--- config.mk ---
export PLATFORM = sky130hd
export DESIGN_NAME = cmpm_unit
export DESIGN_NICKNAME = d
export VERILOG_FILES = /design/src/rtl/cmpm_pkg.sv /design/src/rtl/cmpm_elem_pick.sv /design/src/rtl/cmpm_operand.sv /design/src/rtl/cmpm_alu.sv /design/src/rtl/cmpm_unit.sv
export SDC_FILE = /design/constraint.sdc
export NUM_CORES = 2
export LEC_CHECK = 0
export BUFFER_PORTS_ARGS = -buffer_cell sky130_fd_sc_hd__clkbuf_2
export CORE_MARGIN = 2
export CORE_UTILIZATION = 32
export DETAILED_ROUTE_END_ITERATION = 12
export GPL_TIMING_DRIVEN = 0
export HOLD_SLACK_MARGIN = 0.08
export MAX_ROUTING_LAYER = met4
export SLEW_MARGIN = 20
export SYNTH_ARGS = -nofsm -noshare
export SYNTH_HDL_FRONTEND = slang
export SYNTH_SLANG_ARGS = --single-unit
--- constraint.sdc ---
create_clock -name clk -period 6.86 [get_ports clk]
set_input_delay 0.343 -clock clk [delete_from_list [all_inputs] [get_ports clk]]
set_output_delay 0.343 -clock clk [all_outputs]
set_load 0.01 [all_outputs]
--- src/rtl/cmpm_pkg.sv ---
package cmpm_pkg;

   typedef enum logic [2:0] {
      CMP_EQ  = 3'd0,
      CMP_NE  = 3'd1,
      CMP_LTU = 3'd2,
      CMP_LT  = 3'd3,
      CMP_LEU = 3'd4,
      CMP_LE  = 3'd5,
      CMP_GTU = 3'd6,
      CMP_GT  = 3'd7
   } cmp_op_e;

   typedef enum logic [1:0] {
      SRC_VEC    = 2'd0,
      SRC_SCALAR = 2'd1,
      SRC_IMM    = 2'd2
   } src_form_e;

   // signed interpretation of both operands
   function automatic logic op_is_signed(input logic [2:0] op);
      return (op == CMP_LT) || (op == CMP_LE) || (op == CMP_GT);
   endfunction

   // immediate forms that take a zero-extended constant
   function automatic logic imm_zero_ext(input logic [2:0] op);
      return (op == CMP_LEU) || (op == CMP_GTU);
   endfunction

   // widen a SEW-bit value to 65 bits so one signed comparator serves all kinds
   function automatic logic [64:0] widen(input logic [63:0] v, input logic [1:0] sew,
                                         input logic sgn);
      case (sew)
         2'd0:    return {{57{sgn & v[7]}},  v[7:0]};
         2'd1:    return {{49{sgn & v[15]}}, v[15:0]};
         2'd2:    return {{33{sgn & v[31]}}, v[31:0]};
         default: return {sgn & v[63], v};
      endcase
   endfunction

endpackage

--- src/rtl/cmpm_elem_pick.sv ---
module cmpm_elem_pick #(
   parameter int GROUP_BYTES = 16,
   parameter int IDX_W       = 5
) (
   input  logic [GROUP_BYTES*8-1:0] data_i,
   input  logic [IDX_W-1:0]         idx_i,
   input  logic [1:0]               sew_i,
   output logic [63:0]              elem_o
);
   logic [63:0] cand [4];

   for (genvar k = 0; k < 4; k++) begin : g_width
      localparam int W   = 8 << k;
      localparam int CNT = GROUP_BYTES >> k;
      localparam int LW  = $clog2(CNT);
      logic [LW-1:0] slot;
      assign slot     = idx_i[LW-1:0];
      assign cand[k]  = 64'(data_i[slot*W +: W]);
   end

   assign elem_o = cand[sew_i];
endmodule

--- src/rtl/cmpm_operand.sv ---
module cmpm_operand
   import cmpm_pkg::*;
(
   input  logic [63:0] vs2_elem_i,
   input  logic [63:0] vs1_elem_i,
   input  logic [63:0] scalar_i,
   input  logic [4:0]  imm_i,
   input  logic [2:0]  op_i,
   input  logic [1:0]  form_i,
   input  logic [1:0]  sew_i,
   output logic [64:0] lhs_o,
   output logic [64:0] rhs_o
);
   logic [63:0] rhs_raw;
   logic        sgn;

   always_comb begin
      case (form_i)
         SRC_SCALAR: rhs_raw = scalar_i;
         SRC_IMM:    rhs_raw = imm_zero_ext(op_i) ? {59'd0, imm_i}
                                                  : {{59{imm_i[4]}}, imm_i};
         default:    rhs_raw = vs1_elem_i;
      endcase
   end

   assign sgn   = op_is_signed(op_i);
   assign lhs_o = widen(vs2_elem_i, sew_i, sgn);
   assign rhs_o = widen(rhs_raw, sew_i, sgn);
endmodule

--- src/rtl/cmpm_alu.sv ---
module cmpm_alu
   import cmpm_pkg::*;
(
   input  logic [64:0] lhs_i,
   input  logic [64:0] rhs_i,
   input  logic [2:0]  op_i,
   output logic        hit_o
);
   logic lt, eq;
   assign lt = $signed(lhs_i) < $signed(rhs_i);
   assign eq = (lhs_i == rhs_i);

   always_comb begin
      case (op_i)
         CMP_EQ:           hit_o = eq;
         CMP_NE:           hit_o = !eq;
         CMP_LTU, CMP_LT:  hit_o = lt;
         CMP_LEU, CMP_LE:  hit_o = lt | eq;
         default:          hit_o = !(lt | eq);
      endcase
   end
endmodule

--- src/rtl/cmpm_unit.sv ---
module cmpm_unit
   import cmpm_pkg::*;
#(
   parameter int GROUP_BYTES = 16,
   parameter int MASK_BITS   = 128,
   parameter int MLEN_W      = 8,
   localparam int GROUP_BITS = GROUP_BYTES * 8,
   localparam int IDX_W      = $clog2(GROUP_BYTES + 1)
) (
   input  logic                   clk,
   input  logic                   rst_n,
   input  logic                   start_i,
   input  logic [2:0]             op_i,
   input  logic [1:0]             form_i,
   input  logic [1:0]             sew_i,
   input  logic [IDX_W-1:0]       vl_i,
   input  logic                   vm_i,
   input  logic [MLEN_W-1:0]      mlen_i,
   input  logic [MASK_BITS-1:0]   v0_i,
   input  logic [GROUP_BITS-1:0]  vs1_i,
   input  logic [GROUP_BITS-1:0]  vs2_i,
   input  logic [63:0]            scalar_i,
   input  logic [4:0]             imm_i,
   input  logic [MASK_BITS-1:0]   dest_i,
   output logic                   busy_o,
   output logic                   done_o,
   output logic [MASK_BITS-1:0]   dest_o
);
   localparam int POS_W  = $clog2(MASK_BITS);
   localparam int PROD_W = IDX_W + MLEN_W;

   if (GROUP_BYTES < 16 || (GROUP_BYTES & (GROUP_BYTES - 1)) != 0) begin : g_bad_group
      $error("GROUP_BYTES must be a power of two of at least 16");
   end
   if ((MASK_BITS & (MASK_BITS - 1)) != 0 || MASK_BITS < GROUP_BYTES) begin : g_bad_mask
      $error("MASK_BITS must be a power of two no smaller than GROUP_BYTES");
   end

   logic                  busy_q, done_q, vm_q;
   logic [IDX_W-1:0]      idx_q, vl_q, vlmax_q;
   logic [2:0]            op_q;
   logic [1:0]            form_q, sew_q;
   logic [MLEN_W-1:0]     mlen_q;
   logic [MASK_BITS-1:0]  v0_q, dest_q;
   logic [GROUP_BITS-1:0] vs1_q, vs2_q;
   logic [63:0]           scalar_q;
   logic [4:0]            imm_q;

   logic [63:0]           e2, e1;
   logic [64:0]           lhs, rhs;
   logic                  hit, last, in_tail, enabled;
   logic [PROD_W-1:0]     pos_full;
   logic [POS_W-1:0]      pos;

   cmpm_elem_pick #(.GROUP_BYTES(GROUP_BYTES), .IDX_W(IDX_W)) i_pick2 (
      .data_i(vs2_q), .idx_i(idx_q), .sew_i(sew_q), .elem_o(e2));
   cmpm_elem_pick #(.GROUP_BYTES(GROUP_BYTES), .IDX_W(IDX_W)) i_pick1 (
      .data_i(vs1_q), .idx_i(idx_q), .sew_i(sew_q), .elem_o(e1));

   cmpm_operand i_opnd (
      .vs2_elem_i(e2), .vs1_elem_i(e1), .scalar_i(scalar_q), .imm_i(imm_q),
      .op_i(op_q), .form_i(form_q), .sew_i(sew_q), .lhs_o(lhs), .rhs_o(rhs));

   cmpm_alu i_alu (.lhs_i(lhs), .rhs_i(rhs), .op_i(op_q), .hit_o(hit));

   assign pos_full = PROD_W'(idx_q) * PROD_W'(mlen_q);
   assign pos      = pos_full[POS_W-1:0];
   assign last     = (idx_q == IDX_W'(vlmax_q - 1'b1));
   assign in_tail  = (idx_q >= vl_q);
   assign enabled  = vm_q | v0_q[pos];

   always_ff @(posedge clk or negedge rst_n) begin
      if (!rst_n) begin
         busy_q <= 1'b0;  done_q <= 1'b0;  vm_q <= 1'b0;
         idx_q <= '0;  vl_q <= '0;  vlmax_q <= '0;
         op_q <= '0;  form_q <= '0;  sew_q <= '0;  mlen_q <= '0;
         v0_q <= '0;  dest_q <= '0;  vs1_q <= '0;  vs2_q <= '0;
         scalar_q <= '0;  imm_q <= '0;
      end else begin
         done_q <= 1'b0;
         if (!busy_q) begin
            if (start_i) begin
               busy_q   <= 1'b1;
               idx_q    <= '0;
               vl_q     <= vl_i;
               vlmax_q  <= IDX_W'(GROUP_BYTES >> sew_i);
               op_q     <= op_i;    form_q <= form_i;  sew_q  <= sew_i;
               vm_q     <= vm_i;    mlen_q <= mlen_i;  v0_q   <= v0_i;
               vs1_q    <= vs1_i;   vs2_q  <= vs2_i;
               scalar_q <= scalar_i; imm_q <= imm_i;
               dest_q   <= dest_i;
            end
         end else if (vl_q == '0) begin
            busy_q <= 1'b0;
            done_q <= 1'b1;
         end else begin
            if (in_tail)      dest_q[pos] <= 1'b0;
            else if (enabled) dest_q[pos] <= hit;
            if (last) begin
               busy_q <= 1'b0;
               done_q <= 1'b1;
            end else begin
               idx_q <= idx_q + 1'b1;
            end
         end
      end
   end

   assign busy_o = busy_q;
   assign done_o = done_q;
   assign dest_o = dest_q;

   // a disabled active element leaves the whole mask as it was
   a_r5_masked_keep: assert property (@(posedge clk) disable iff (!rst_n)
      (busy_q && vl_q != '0 && !in_tail && !vm_q && !v0_q[pos]) |=> $stable(dest_q));
   // a tail element clears its bit
   a_r6_tail_zero: assert property (@(posedge clk) disable iff (!rst_n)
      (busy_q && vl_q != '0 && in_tail) |=> !dest_q[$past(pos)]);
   // a zero-length run changes nothing
   a_r7_vl_zero_hold: assert property (@(posedge clk) disable iff (!rst_n)
      (busy_q && vl_q == '0) |=> $stable(dest_q));
   // done is a single-cycle pulse and comes only after the last index
   a_r9_done_pulse: assert property (@(posedge clk) disable iff (!rst_n)
      done_q |=> !done_q);
   a_r9_no_early_done: assert property (@(posedge clk) disable iff (!rst_n)
      (busy_q && vl_q != '0 && !last) |=> !done_q);
   // start while idle raises busy; busy and done never overlap
   a_r10_start_busy: assert property (@(posedge clk) disable iff (!rst_n)
      (!busy_q && start_i) |=> busy_q);
   a_r10_done_idle: assert property (@(posedge clk) disable iff (!rst_n)
      done_q |-> !busy_q);
   a_r10_ignore_start: assert property (@(posedge clk) disable iff (!rst_n)
      (busy_q && !last && vl_q != '0) |=> $stable(op_q) && $stable(vs2_q));
endmodule

==> flow_summary.json <==
{
  "dieWidth_um": 356,
  "synth_flop_cell": "dfrtp_1",
  "synthesis.area_mm2": 0.0396,
  "rr_worst_depth": 23,
  "fin_total_pwr_mw": 34.1,
  "synth.area.top_cells": "dfrtp_1 39%, nand2_1 16%, mux4_2 11%",
  "core_area_mm2": 0.123,
  "hold_path.class": "in -> reg",
  "cpMostUsedCell": "buf_4",
  "top_layer": "met4",
  "synth_top_area_cell": "dfrtp_1",
  "cp_slowest_cell": "mux4_2",
  "yosys-top-cells-count": "1692 x nand2_1, 612 x dfrtp_1, 349 x a21oi_1",
  "route.detailed.drc": 0,
  "dp_hpwl_um": 165000,
  "hold_viol": 0,
  "synth_nets": 5196,
  "relSlewSlack": 0.194,
  "cts_tree": "built",
  "antenna_found_initial": 32,
  "clock_latency_ps": 700,
  "path_class": "reg -> reg",
  "portBuffers": 733,
  "ctsLongestPathBuffers": 3,
  "area_growth_pct": 38.2,
  "critPathLaunchType": "register",
  "vias_per_cell": 5.75,
  "synthCells": 4500,
  "grt_max_degree": 90,
  "ir_drop_uv": 405,
  "crit_cells": 23,
  "crit_family": "simple AND/OR/NAND/NOR gates",
  "synth.distinct_cells": 75,
  "ys_seq_elements": 612,
  "grt_pass1_wl_um": 308000,
  "power_density_mw_per_mm2": 623,
  "fillers": 11983,
  "setup_viol": 0,
  "ys_warn_count": 0,
  "worst-slew-pin-transition_ps": 1210,
  "outcome": "finished clean",
  "fin_crit_sh": 0.988,
  "final_nets": 6601,
  "synthArstFlopShare": 1.00,
  "hold_depth": 4,
  "drtIter0Drc": 5666,
  "post-synth-top-count-cell": "nand2_1",
  "critPathMaxStageDelay_ps": 520,
  "wl_met1_um": 88500,
  "ant_nets": 0,
  "dieHeight_um": 356,
  "critPathMaxFanout": 10,
  "cp.required_ps": 7390,
  "route.met2.wl_um": 94300,
  "clkSlewWorstSetupHoldPaths_ps": 60,
  "drive_above_1_share": 0.249,
  "cp.arrival_ps": 7310,
  "synth_top_cell_area_share": 0.387,
  "boundaryPins": 735,
  "vias": 43931,
  "seq_area_frac_synth": 0.387,
  "die_area_mm2": 0.127,
  "slew_viol_final": 0,
  "syn_avg_cell_area_um2": 8.80,
  "critPathBufInv": 5,
  "maxCapViolations": 0,
  "period_needed_ps": 6780,
  "clock_sinks": 612,
  "grt_usage": 0.346,
  "firstDrtPassIters": 6,
  "power_leakage_nw": 25.7,
  "cts_buffers": 77,
  "wl_per_cell_um": 28.7,
  "clockRootBuffer": "clkbuf_16",
  "path_cells": "buf_4 -> mux4_2 -> mux4_2 -> o21ai_1 -> mux2_2 -> a21oi_1 -> and3_2 -> or2_2 -> buf_2 -> a31oi_1 -> ha_1 -> nand4_1 -> nor4_2 -> nand4_1 -> o22ai_1 -> nor4b_2 -> and3b_1 -> or2_2 -> a211oi_4 -> buf_12 -> buf_4 -> buf_4 -> o41ai_2",
  "placedCellCount": 6881,
  "synth_enable_flop_cells": 0,
  "gp_congestion": 1.04,
  "fmax_mhz": 148,
  "cp-end-kind": "register",
  "start_util": 0.321,
  "overflow": 0,
  "skew_ps": 47.1,
  "totalWireLength_um": 219000,
  "instances_no_fill": 7638,
  "grt_pass1_vias": 43190,
  "core.rowCount": 129,
  "htreeDepth": 3,
  "wl_met3_um": 21400
}
power breakdown:
group | internal, mW | switching (mW)
Sequential | 5.29 | 2.69
Combinational | 8.01 | 13.8
Clock | 2.46 | 1.82
cell families after synthesis:
kind of cell / synth area share
AND/OR/NAND/NOR: 0.198
multiplexers: 0.157
XOR/XNOR: 0.00559
AO/OA/AOI/OAI: 0.178
flip-flops: 0.387
buffers and inverters: 0.0443
adder cells (fa/ha/maj): 0.0303
worst reg2reg max path: cells and delay by family (launching register included):
kind / cells / cell delay, ps
AOI/OAI and AO/OA: 6 / 1140
adders and majority gates: 1 / 190
buffers and inverters: 5 / 1110
DFF: 1 / 410
muxes: 3 / 1190
and+or+nand+nor: 8 / 2590
per-stage QoR:
stage	instance area, um2	worst slack, ps	util	TNS [ps]	hold WS, ps
after floorplan	39600	478	-	0	47.4
after global placement	45300	-9950	0.368	-6316470	453
after CTS	54400	3.39	0.441	0	80.0
final	54700	84.7	0.444	0	111
after global routing	54700	-27.7	0.444	-94.1	127
after detailed placement	45600	-2840	0.370	-329330	395
cells in the final DEF (no fill, tap or decap), drive strengths merged, types with 19 or more instances in the layout:
cell,synthesis,final
diode,0,34
mux4,201,201
nand3,47,47
a31oi,42,42
o41ai,118,118
buf,108,106
a31o,107,107
ha,83,83
a211oi,23,23
nand2,1693,1693
nor2,109,109
a21oi,349,349
inv,29,38
o21ai,230,230
dfrtp,612,612
mux2i,148,148
dlygate4sd3,0,581
nand4,19,19
a21o,28,28
and2,23,23
clkbuf,281,1126
o21bai,42,42
what timing repair did:
item,4_1_cts,5_1_grt
setup endpoints to repair,128,128
pin swaps,3,5
buffers inserted,2,5
cloned,0,1
gates resized for setup,140,87
hold endpoints to repair,643,0
hold buffers,581,0
per-layer routing:
layer / GRT usage / up-vias
met5: - / -
met4: 0.204 / 0
met3: 0.0833 / 822
met2: 0.496 / 2847
met1: 0.443 / 21550
li1: - / 18712
flip-flops by register name, indices dropped and copies added (netlist names):
register  flops
dest_o      128
v0_q        128
vs1_q       128
vs2_q       128
scalar_q     64
mlen_q        7
idx_q         5
imm_q         5
vl_q          5
vlmax_q       4
op_q          3
form_q        2
sew_q         2
busy_o        1
done_o        1
vm_q          1
worst paths after layout:
path	slack (ps)	start	end
setup reg to reg	80	idx_q[1]$_DFFE_PN0P_	dest_o[120]$_DFFE_PN0P_
hold / removal	110	dest_i[47]	dest_o[47]$_DFFE_PN0P_
setup / recovery	80	idx_q[1]$_DFFE_PN0P_	dest_o[120]$_DFFE_PN0P_
max in group asynchronous	4850	rst_n	vs1_q[118]$_DFFE_PN0P_
min in group asynchronous	250	rst_n	vs2_q[68]$_DFFE_PN0P_
hold reg to reg	470	v0_q[99]$_DFFE_PN0P_	v0_q[99]$_DFFE_PN0P_
layout make-up:
cell class                      instances  area, um2  area share
Multi-Input combinational cell       3469      22800       0.417
Sequential cell                       612      15300       0.280
Timing Repair Buffer                 1333       9820       0.179
Clock buffer                          103       2190      0.0399
Tap cell                             1637       2050      0.0374
Buffer                                382       1900      0.0347
Clock inverter                         38        437     0.00798
Inverter                               30        114     0.00208
Antenna cell                           34       85.1     0.00155
Note: power is estimated with default switching activity, not from simulation.
